## config.mk

```make
export PLATFORM = sky130hd
export DESIGN_NAME = irq_ident_reg
export DESIGN_NICKNAME = d
export VERILOG_FILES = /design/src/rtl/irq_ident_pkg.sv /design/src/rtl/irq_pend_bank.sv /design/src/rtl/irq_prio_enc.sv /design/src/rtl/irq_ident_reg.sv
export SDC_FILE = /design/constraint.sdc
export NUM_CORES = 1
export LEC_CHECK = 0
export CORE_ASPECT_RATIO = 2
export CORE_MARGIN = 2
export CORE_UTILIZATION = 38
export CTS_CLUSTER_SIZE = 16
export DETAILED_ROUTE_END_ITERATION = 12
export PLACE_DENSITY = 0.82
export SYNTH_ARGS = -nofsm -noshare
export SYNTH_HDL_FRONTEND = slang
export SYNTH_HIERARCHICAL = 1
export SYNTH_SLANG_ARGS = --single-unit
```

## constraint.sdc

```tcl
create_clock -name clk -period 2.65 [get_ports clk]
set_clock_uncertainty 0.15 [all_clocks]
set_input_delay 0.53 -clock clk [delete_from_list [all_inputs] [get_ports clk]]
set_output_delay 0.53 -clock clk [all_outputs]
set_load 0.01 [all_outputs]
```

## src/rtl/irq_ident_pkg.sv

```systemverilog
// Package: shared sizes and codes for the interrupt source identifier.
// Assumes: object numbers fit below the status code.
package irq_ident_pkg;
    localparam int unsigned ID_W        = 16;
    localparam int unsigned BUS_W       = 32;
    localparam int unsigned ADDR_W      = 8;
    localparam logic [ADDR_W-1:0] ID_REG_OFFSET = 8'h10;
    localparam logic [ID_W-1:0]   ID_NONE       = 16'h0000;
    localparam logic [ID_W-1:0]   ID_STATUS     = 16'h8000;
endpackage

```

## src/rtl/irq_pend_bank.sv

```systemverilog
// Module: irq_pend_bank
// Holds WIDTH independent pending flags. Each flag is raised by its set
// input and dropped by its clear input; set wins when both are active.
// Assumes: synchronous active-low reset, set/clear sampled at rising edge.
module irq_pend_bank #(
    parameter int unsigned WIDTH = 32
) (
    input  logic             clk,
    input  logic             rst_n,
    input  logic [WIDTH-1:0] set_i,
    input  logic [WIDTH-1:0] clr_i,
    output logic [WIDTH-1:0] pend_o
);

    for (genvar g = 0; g < WIDTH; g++) begin : g_flag
        // Update one pending flag: reset, then set-over-clear priority.
        always_ff @(posedge clk) begin
            if (!rst_n)
                pend_o[g] <= 1'b0;
            else if (set_i[g])
                pend_o[g] <= 1'b1;
            else if (clr_i[g])
                pend_o[g] <= 1'b0;
        end

        AST_SET_SEEN: assert property (@(posedge clk) disable iff (!rst_n)
            set_i[g] |=> pend_o[g]);
        AST_CLR_TAKES: assert property (@(posedge clk) disable iff (!rst_n)
            (clr_i[g] && !set_i[g]) |=> !pend_o[g]);
        AST_HOLDS: assert property (@(posedge clk) disable iff (!rst_n)
            (pend_o[g] && !clr_i[g]) |=> pend_o[g]);
    end

endmodule

```

## src/rtl/irq_prio_enc.sv

```systemverilog
// Module: irq_prio_enc
// Turns pending flags into one identifier: status first, otherwise the
// lowest-indexed message flag reported as index+1, else zero.
// Assumes: NUM_OBJ + 1 < status code, so codes never collide.
module irq_prio_enc
    import irq_ident_pkg::*;
#(
    parameter int unsigned NUM_OBJ = 32
) (
    input  logic               stat_pend_i,
    input  logic [NUM_OBJ-1:0] msg_pend_i,
    output logic [ID_W-1:0]    id_o
);

    logic [ID_W-1:0] msg_id;

    // Scan from highest index down so the lowest set index is kept last.
    always_comb begin
        msg_id = ID_NONE;
        for (int i = NUM_OBJ - 1; i >= 0; i--) begin
            if (msg_pend_i[i])
                msg_id = ID_W'(i + 1);
        end
    end

    // Status source overrides any message source.
    always_comb begin
        id_o = stat_pend_i ? ID_STATUS : msg_id;
    end

endmodule

```

## src/rtl/irq_ident_reg.sv

```systemverilog
// Module: irq_ident_reg (top)
// Keeps message and status pending state, reports the most urgent source
// as a 16-bit identifier on a read-only register and drives a level IRQ.
// Assumes: stat_rd pulses once per status-register read; bus reads are
// combinational and side-effect free.
module irq_ident_reg
    import irq_ident_pkg::*;
#(
    parameter int unsigned NUM_OBJ = 32
) (
    input  logic               clk,
    input  logic               rst_n,
    input  logic [NUM_OBJ-1:0] msg_set,
    input  logic [NUM_OBJ-1:0] msg_clr,
    input  logic               stat_evt,
    input  logic               stat_rd,
    input  logic               int_en,
    input  logic               bus_rd,
    input  logic [ADDR_W-1:0]  bus_addr,
    output logic [BUS_W-1:0]   bus_rdata,
    output logic [ID_W-1:0]    int_id,
    output logic               irq
);

    localparam int unsigned PAD_W = BUS_W - ID_W;

    logic [NUM_OBJ-1:0] msg_pend;
    logic [0:0]         stat_pend;

    irq_pend_bank #(.WIDTH(NUM_OBJ)) u_msg_bank (
        .clk    (clk),
        .rst_n  (rst_n),
        .set_i  (msg_set),
        .clr_i  (msg_clr),
        .pend_o (msg_pend)
    );

    irq_pend_bank #(.WIDTH(1)) u_stat_bank (
        .clk    (clk),
        .rst_n  (rst_n),
        .set_i  (stat_evt),
        .clr_i  (stat_rd),
        .pend_o (stat_pend)
    );

    irq_prio_enc #(.NUM_OBJ(NUM_OBJ)) u_enc (
        .stat_pend_i (stat_pend[0]),
        .msg_pend_i  (msg_pend),
        .id_o        (int_id)
    );

    // Level request: any source reported and requests enabled.
    always_comb begin
        irq = (int_id != ID_NONE) && int_en;
    end

    // Read-only register decode; upper half always zero.
    always_comb begin
        if (bus_rd && (bus_addr == ID_REG_OFFSET))
            bus_rdata = {{PAD_W{1'b0}}, int_id};
        else
            bus_rdata = '0;
    end

    AST_ID_LEGAL: assert property (@(posedge clk) disable iff (!rst_n)
        (int_id == ID_NONE) || (int_id == ID_STATUS) ||
        (int_id <= ID_W'(NUM_OBJ)));
    AST_STATUS_FIRST: assert property (@(posedge clk) disable iff (!rst_n)
        stat_pend[0] |-> (int_id == ID_STATUS));
    AST_IDLE_ZERO: assert property (@(posedge clk) disable iff (!rst_n)
        (!stat_pend[0] && (msg_pend == '0)) |-> (int_id == ID_NONE));
    AST_IRQ_MATCH: assert property (@(posedge clk) disable iff (!rst_n)
        irq == ((stat_pend[0] || (msg_pend != '0)) && int_en));
    AST_RESET_QUIET: assert property (@(posedge clk)
        !rst_n |=> (int_id == ID_NONE) && !irq);

endmodule

```

Word-level counts from Yosys, hierarchy flattened
Cells that the tools add are included.

Flip-flop bits (word level): 33. Input bits: 78. Output and inout bits: 49. Word-level logic and storage cells: 170.

Eq/ne operators: 1. Muxes and demuxes: 100. Reduce and logical (&&, ||, !) cells: 36.

Operator list (count): 6-bit 2-to-1 mux (32); 1-bit 2-to-1 mux (66); 2-bit nonzero test (33); 16-bit 2-to-1 mux (2); 16-bit nonzero test (1); 8-bit by 5-bit == test with 1-bit output (second input constant) (1); 1-bit logical AND (2).

Longest topological paths before layout
Gate-level depths: netlist (run 1).

Depth after elaboration: 35. Gate-level depth with buffers: 7. Gate-level depth less buffers: 7.

Hierarchy
The synthesis (run 1) kept the hierarchy.

Modules (own cells, without submodules): irq_pend_bank (u_msg_bank) (instances 1, cells each 99, area each 1114.8 sq um, sequential area each 640.6 sq um); irq_prio_enc (instances 1, cells each 76, area each 488.0 sq um, sequential area each 0.0 sq um); irq_ident_reg (instances 1, cells each 64, area each 464.2 sq um, sequential area each 0.0 sq um); irq_pend_bank (u_stat_bank) (instances 1, cells each 3, area each 41.3 sq um, sequential area each 20.0 sq um).

Worst setup path after synthesis (run 1)
Ideal clock, no wire load.

Kind: reg-to-output. Start point: register u_msg_bank.pend_o[18]. End point: output port bus_rdata[2]. Arrival time: 1835 ps. Data required time: 1970 ps. Path slack: 135 ps. Stages on the path, launching flop included: 7. Path buffers: 0. Path through: dfxtp_1 -> or4_4 -> o21ai_1 -> nand2_1 -> a21boi_1 -> inv_1 -> nor4_2.

Cells in the longest elaborated chain, start to end: 21.

RTL lines: from (decl) (line irq_pend_bank.sv:12) `output logic [WIDTH-1:0] pend_o`; from (signal, indexed assignment) (line irq_pend_bank.sv:19) `pend_o[g] <= 1'b0;`; from (signal, indexed assignment) (line irq_pend_bank.sv:21) `pend_o[g] <= 1'b1;`; from (signal, indexed assignment) (line irq_pend_bank.sv:23) `pend_o[g] <= 1'b0;`; 6-bit 2-to-1 mux (19 in a row) (line irq_prio_enc.sv:21) `if (msg_pend_i[i])`; 16-bit 2-to-1 mux (line irq_prio_enc.sv:28) `id_o = stat_pend_i ? ID_STATUS : msg_id;`; named net int_id[2] (line irq_ident_reg.sv:21) `output logic [ID_W-1:0] int_id,`; 16-bit 2-to-1 mux (line irq_ident_reg.sv:59) `if (bus_rd && (bus_addr == ID_REG_OFFSET))`; to (decl) (line irq_ident_reg.sv:20) `output logic [BUS_W-1:0] bus_rdata,`.

The timed path passes the listed nets, and every way through them passes these cells.

Worst setup path after layout (run 1)
Start point: register u_msg_bank.pend_o[29]. End point: output port irq.

Cells in the longest elaborated chain, start to end: 33.

RTL lines: 6-bit 2-to-1 mux (30 in a row) (line irq_prio_enc.sv:21); 16-bit 2-to-1 mux (line irq_prio_enc.sv:28); 16-bit nonzero test (line irq_ident_reg.sv:54) `irq = (int_id != ID_NONE) && int_en;`; 1-bit logical AND (line irq_ident_reg.sv:54); to (decl) (line irq_ident_reg.sv:22) `output logic irq`.

Every way passes these cells.

==> Implementation_results.wiki, run 1 <==
{| class="wikitable"
! Metric !! Value
|-
| Result of the run || finished, violations left
|-
| Violated checks || negative setup slack
|-
| Max_slew headroom || 63.0%
|-
| Starting DRT DRC Count || 49
|-
| Commonest non-fill, non-tap cell in the layout || clkdlybuf4s50_1
|-
| Int Pwr || 1.08 mW
|-
| CP Data Arrival Time || 2.23 ns
|-
| Cells along the critical path || or4_4, nand2b_4, nor3_4, and3_4, nor4_4, a41oi_1, buf_2
|-
| First-pass DRT Iterations || 4
|-
| Max incr delay on CP || 0.55 ns
|-
| DR DRC count || 0
|-
| Power density over the cells || 421 nW/um2
|-
| Number of hold-slack violations in the final timing report || 0
|-
| Sequential share of power || 38.9%
|-
| Total of flip-flops plus latches after synthesis || 33
|-
| Number of antenna violations at the first check in global routing || 0
|-
| Number of different library cells in the post-synthesis netlist || 37
|-
| Routability Congestion || 0.759
|-
| Switching part of the total power || 26.5%
|-
| Post-synthesis instance area || 2110 um2
|-
| Largest voltage drop on the vdd net || 0.433 mV
|-
| Avg Vias per Cell || 4.94
|-
| Cell accounting for the most synthesized area || dfxtp_1
|-
| Number of buffers added by the clock tree synthesis step || 5
|-
| RSZ-0062 raised after global routing || yes
|-
| Startpoint type of the worst setup path || register
|-
| Count of nets left with antenna violations after detail routing || 0
|-
| Maximum number of buffers from clock root to sink || 2
|-
| Total setup violations reported at the end of the flow || 9
|-
| Synthesis-to-finish area growth || 65.0%
|-
| Hold slack final || 0.430 ns
|-
| Initial Util || 39.2%
|-
| Share of the synthesized area in the top cell type || 31.3%
|-
| Area of the placeable core || 5370 um2
|-
| Lkg Pwr || 1.37 nW
|-
| Number of rows in the core area || 38
|-
| Synth Warn # || 6
|-
| Slowest stage cell, crit path || or4_4
|-
| Fmax || 0.344 GHz
|-
| Final count of pins violating max slew || 0
|-
| HPWL reported at the end of detailed placement || 4.75 mm
|-
| Final core area utilization || 64.7%
|-
| Post-Place Cells || 416
|-
| GRT Overall Usage || 19.9%
|-
| Count of buffers from port buffering || 92
|-
| Total gr overflow || 0
|-
| Largest net degree at the start of global routing || 34
|-
| Worst min-delay path category || reg2reg
|-
| Fillers || 456
|-
| R2R Setup Slk || 1.59 ns
|-
| Layout cell share with drive strength beyond 1 || 32.2%
|-
| Final standard cell area without fillers || 3480 um2
|-
| Total detailed-routing wirelength || 6.21 mm
|-
| Power after layout || 1.46 mW
|-
| Final Critical Period || 2.91 ns
|-
| DIE AREA || 6200 um2
|-
| Num ports || 127
|-
| Number of clock sinks || 33
|-
| Cell Count, Final, Fillers Out || 430
|-
| Max_cap viols || 0
|-
| Transition time at the pin with the least slew margin || 0.549 ns
|-
| Sequential-to-total area share from yosys stat || 31.3%
|-
| Die boundary width || 56.7 um
|-
| Via count of the routed design || 2124
|-
| CTS root buf || clkbuf_8
|-
| Final routed wire length divided by cell count || 14.4 um
|-
| Final clock period utilization by the worst path || 110%
|-
| Number of global-route vias before repair || 2128
|-
| Clock tree from TritonCTS || done
|-
| Clock edge transition at the registers on the reported setup and hold paths || 0.07 ns
|-
| H-tree depth || 2
|-
| Maximum fanout encountered on the critical timing path || 4
|-
| Cell types with the largest area share after synthesis || dfxtp_1 (31%), o21a_1 (12%), nor2b_1 (10%), buf_4 (9.3%), nor4_2 (5.3%)
|-
| Clock network fraction of design power || 33.8%
|-
| Antenna Cells || 0
|-
| Die Span Y || 109 um
|-
| Average footprint of a synthesized cell || 8.71 um2
|-
| Later-pin clock latency in the skew report || 0.28 ns
|-
| Total of hold buffers inserted after clock tree synthesis || 0
|-
| Layout Nets || 447
|-
| Most frequent cells in the layout || clkdlybuf4s50_1 (74), buf_4 (36), o21a_1 (34), nor2b_1 (32), conb_1 (25)
|-
| Switching power || 0.388 mW
|-
| Combinational power share || 27.4%
|-
| Required time reported for the critical path endpoint || 1.97 ns
|-
| Wire length of the first global-routing pass || 9.58 mm
|-
| PnR worst setup slack || -0.257 ns
|-
| Type of the worst setup path || reg2out
|-
| Placed cell area || 3180 um2
|-
| Synthesized netlist cell count || 242
|-
| Setup crit end kind || output pin
|}
-- final timing paths --
check | startpoint | endpoint | cells past startpoint
hold / removal | u_msg_bank/pend_o[31]$_SDFFE_PN0P_ | u_msg_bank/pend_o[31]$_SDFFE_PN0P_ | 2
setup reg to reg | u_msg_bank/pend_o[8]$_SDFFE_PN0P_ | u_msg_bank/pend_o[8]$_SDFFE_PN0P_ | 3
hold reg to reg | u_msg_bank/pend_o[31]$_SDFFE_PN0P_ | u_msg_bank/pend_o[31]$_SDFFE_PN0P_ | 2
setup / recovery | u_msg_bank/pend_o[29]$_SDFFE_PN0P_ | irq | 7
-- routing by layer --
layer	global-route usage, %	wire, um	vias up
met5	0	0	-
met4	7.65	112	0
met3	3.53	424	7
met2	43.2	3870	92
met1	16.5	1800	979
li1	-	-	1046
-- power by group through the flow --
stage                     registers, mW  clock network, mW  logic, mW
final                             0.569              0.495      0.401
after global routing              0.575              0.525      0.434
after detailed placement          0.572                  0      0.365
after floorplan                   0.567                  0      0.188
after CTS                         0.567              0.505      0.370
after global placement            0.571                  0      0.359
-- metrics by stage --
stage               TNS [ns]  setup slack, ns
detailed placement     -3.76           -0.480
floorplan                  0            0.135
finish                 -1.19           -0.257
CTS                   -0.981           -0.244
global placement       -3.51           -0.465
global route           -2.14           -0.350
-- synth_stat cells, drive strengths merged --
cell,n
a2111oi,2
a211oi,1
a21boi,1
a21o,1
a21oi,7
a221oi,2
a41oi,1
and2,1
and3,1
buf,33
clkbuf,2
conb,2
dfxtp,33
inv,24
nand2,3
nand2b,2
nor2,10
nor2b,35
nor3,6
nor4,27
o2111ai,1
o21a,34
o21ai,3
o31ai,4
or3,1
or4,4
or4b,1
-- cells by family after synthesis --
| kind of cell | after synthesis | share of synthesized area (%) |
|---|---|---|
| and+or+nand+nor | 91 | 31.4 |
| buffers and inverters | 59 | 17.4 |
| AOI/OAI and AO/OA | 57 | 19.5 |
| DFF | 33 | 31.3 |
| other | 2 | 0.356 |
-- critical path, delay by kind of cell, from the launching register on --
family	cells	cell delay [ns]
AOI/OAI and AO/OA	1	0.23
DFF	1	0.35
and+or+nand+nor	5	1.19
buffers and inverters	1	0.17
-- area by class of cell --
type	count	area, um2	area share [%]
inverter	24	90.1	2.59
clock buffer	6	82.6	2.37
timing repair buffer	132	1180	33.8
multi-input combinational	173	1330	38.2
sequential	33	688	19.8
tap	60	75.1	2.16
clock inverter	2	37.5	1.08
-- flip-flops by register name, indices dropped and copies added, names as in the netlist --
register            count
u_msg_bank/pend_o      32
u_stat_bank/pend_o      1
-- repair_timing --
item	in CTS	in global routing
setup endpoints to repair	14	11
setup buffers	1	4
gates cloned	1	0
resized for setup	73	38
pin swaps	9	22
No activity file was read; power rests on OpenSTA's default activity.
==> inputs of run 2 (changes only) <==
- CTS_CLUSTER_SIZE: 16 -> unset
==> results of run 2 <==
No change in the layout: final DEF, timing and power equal those of run 1.
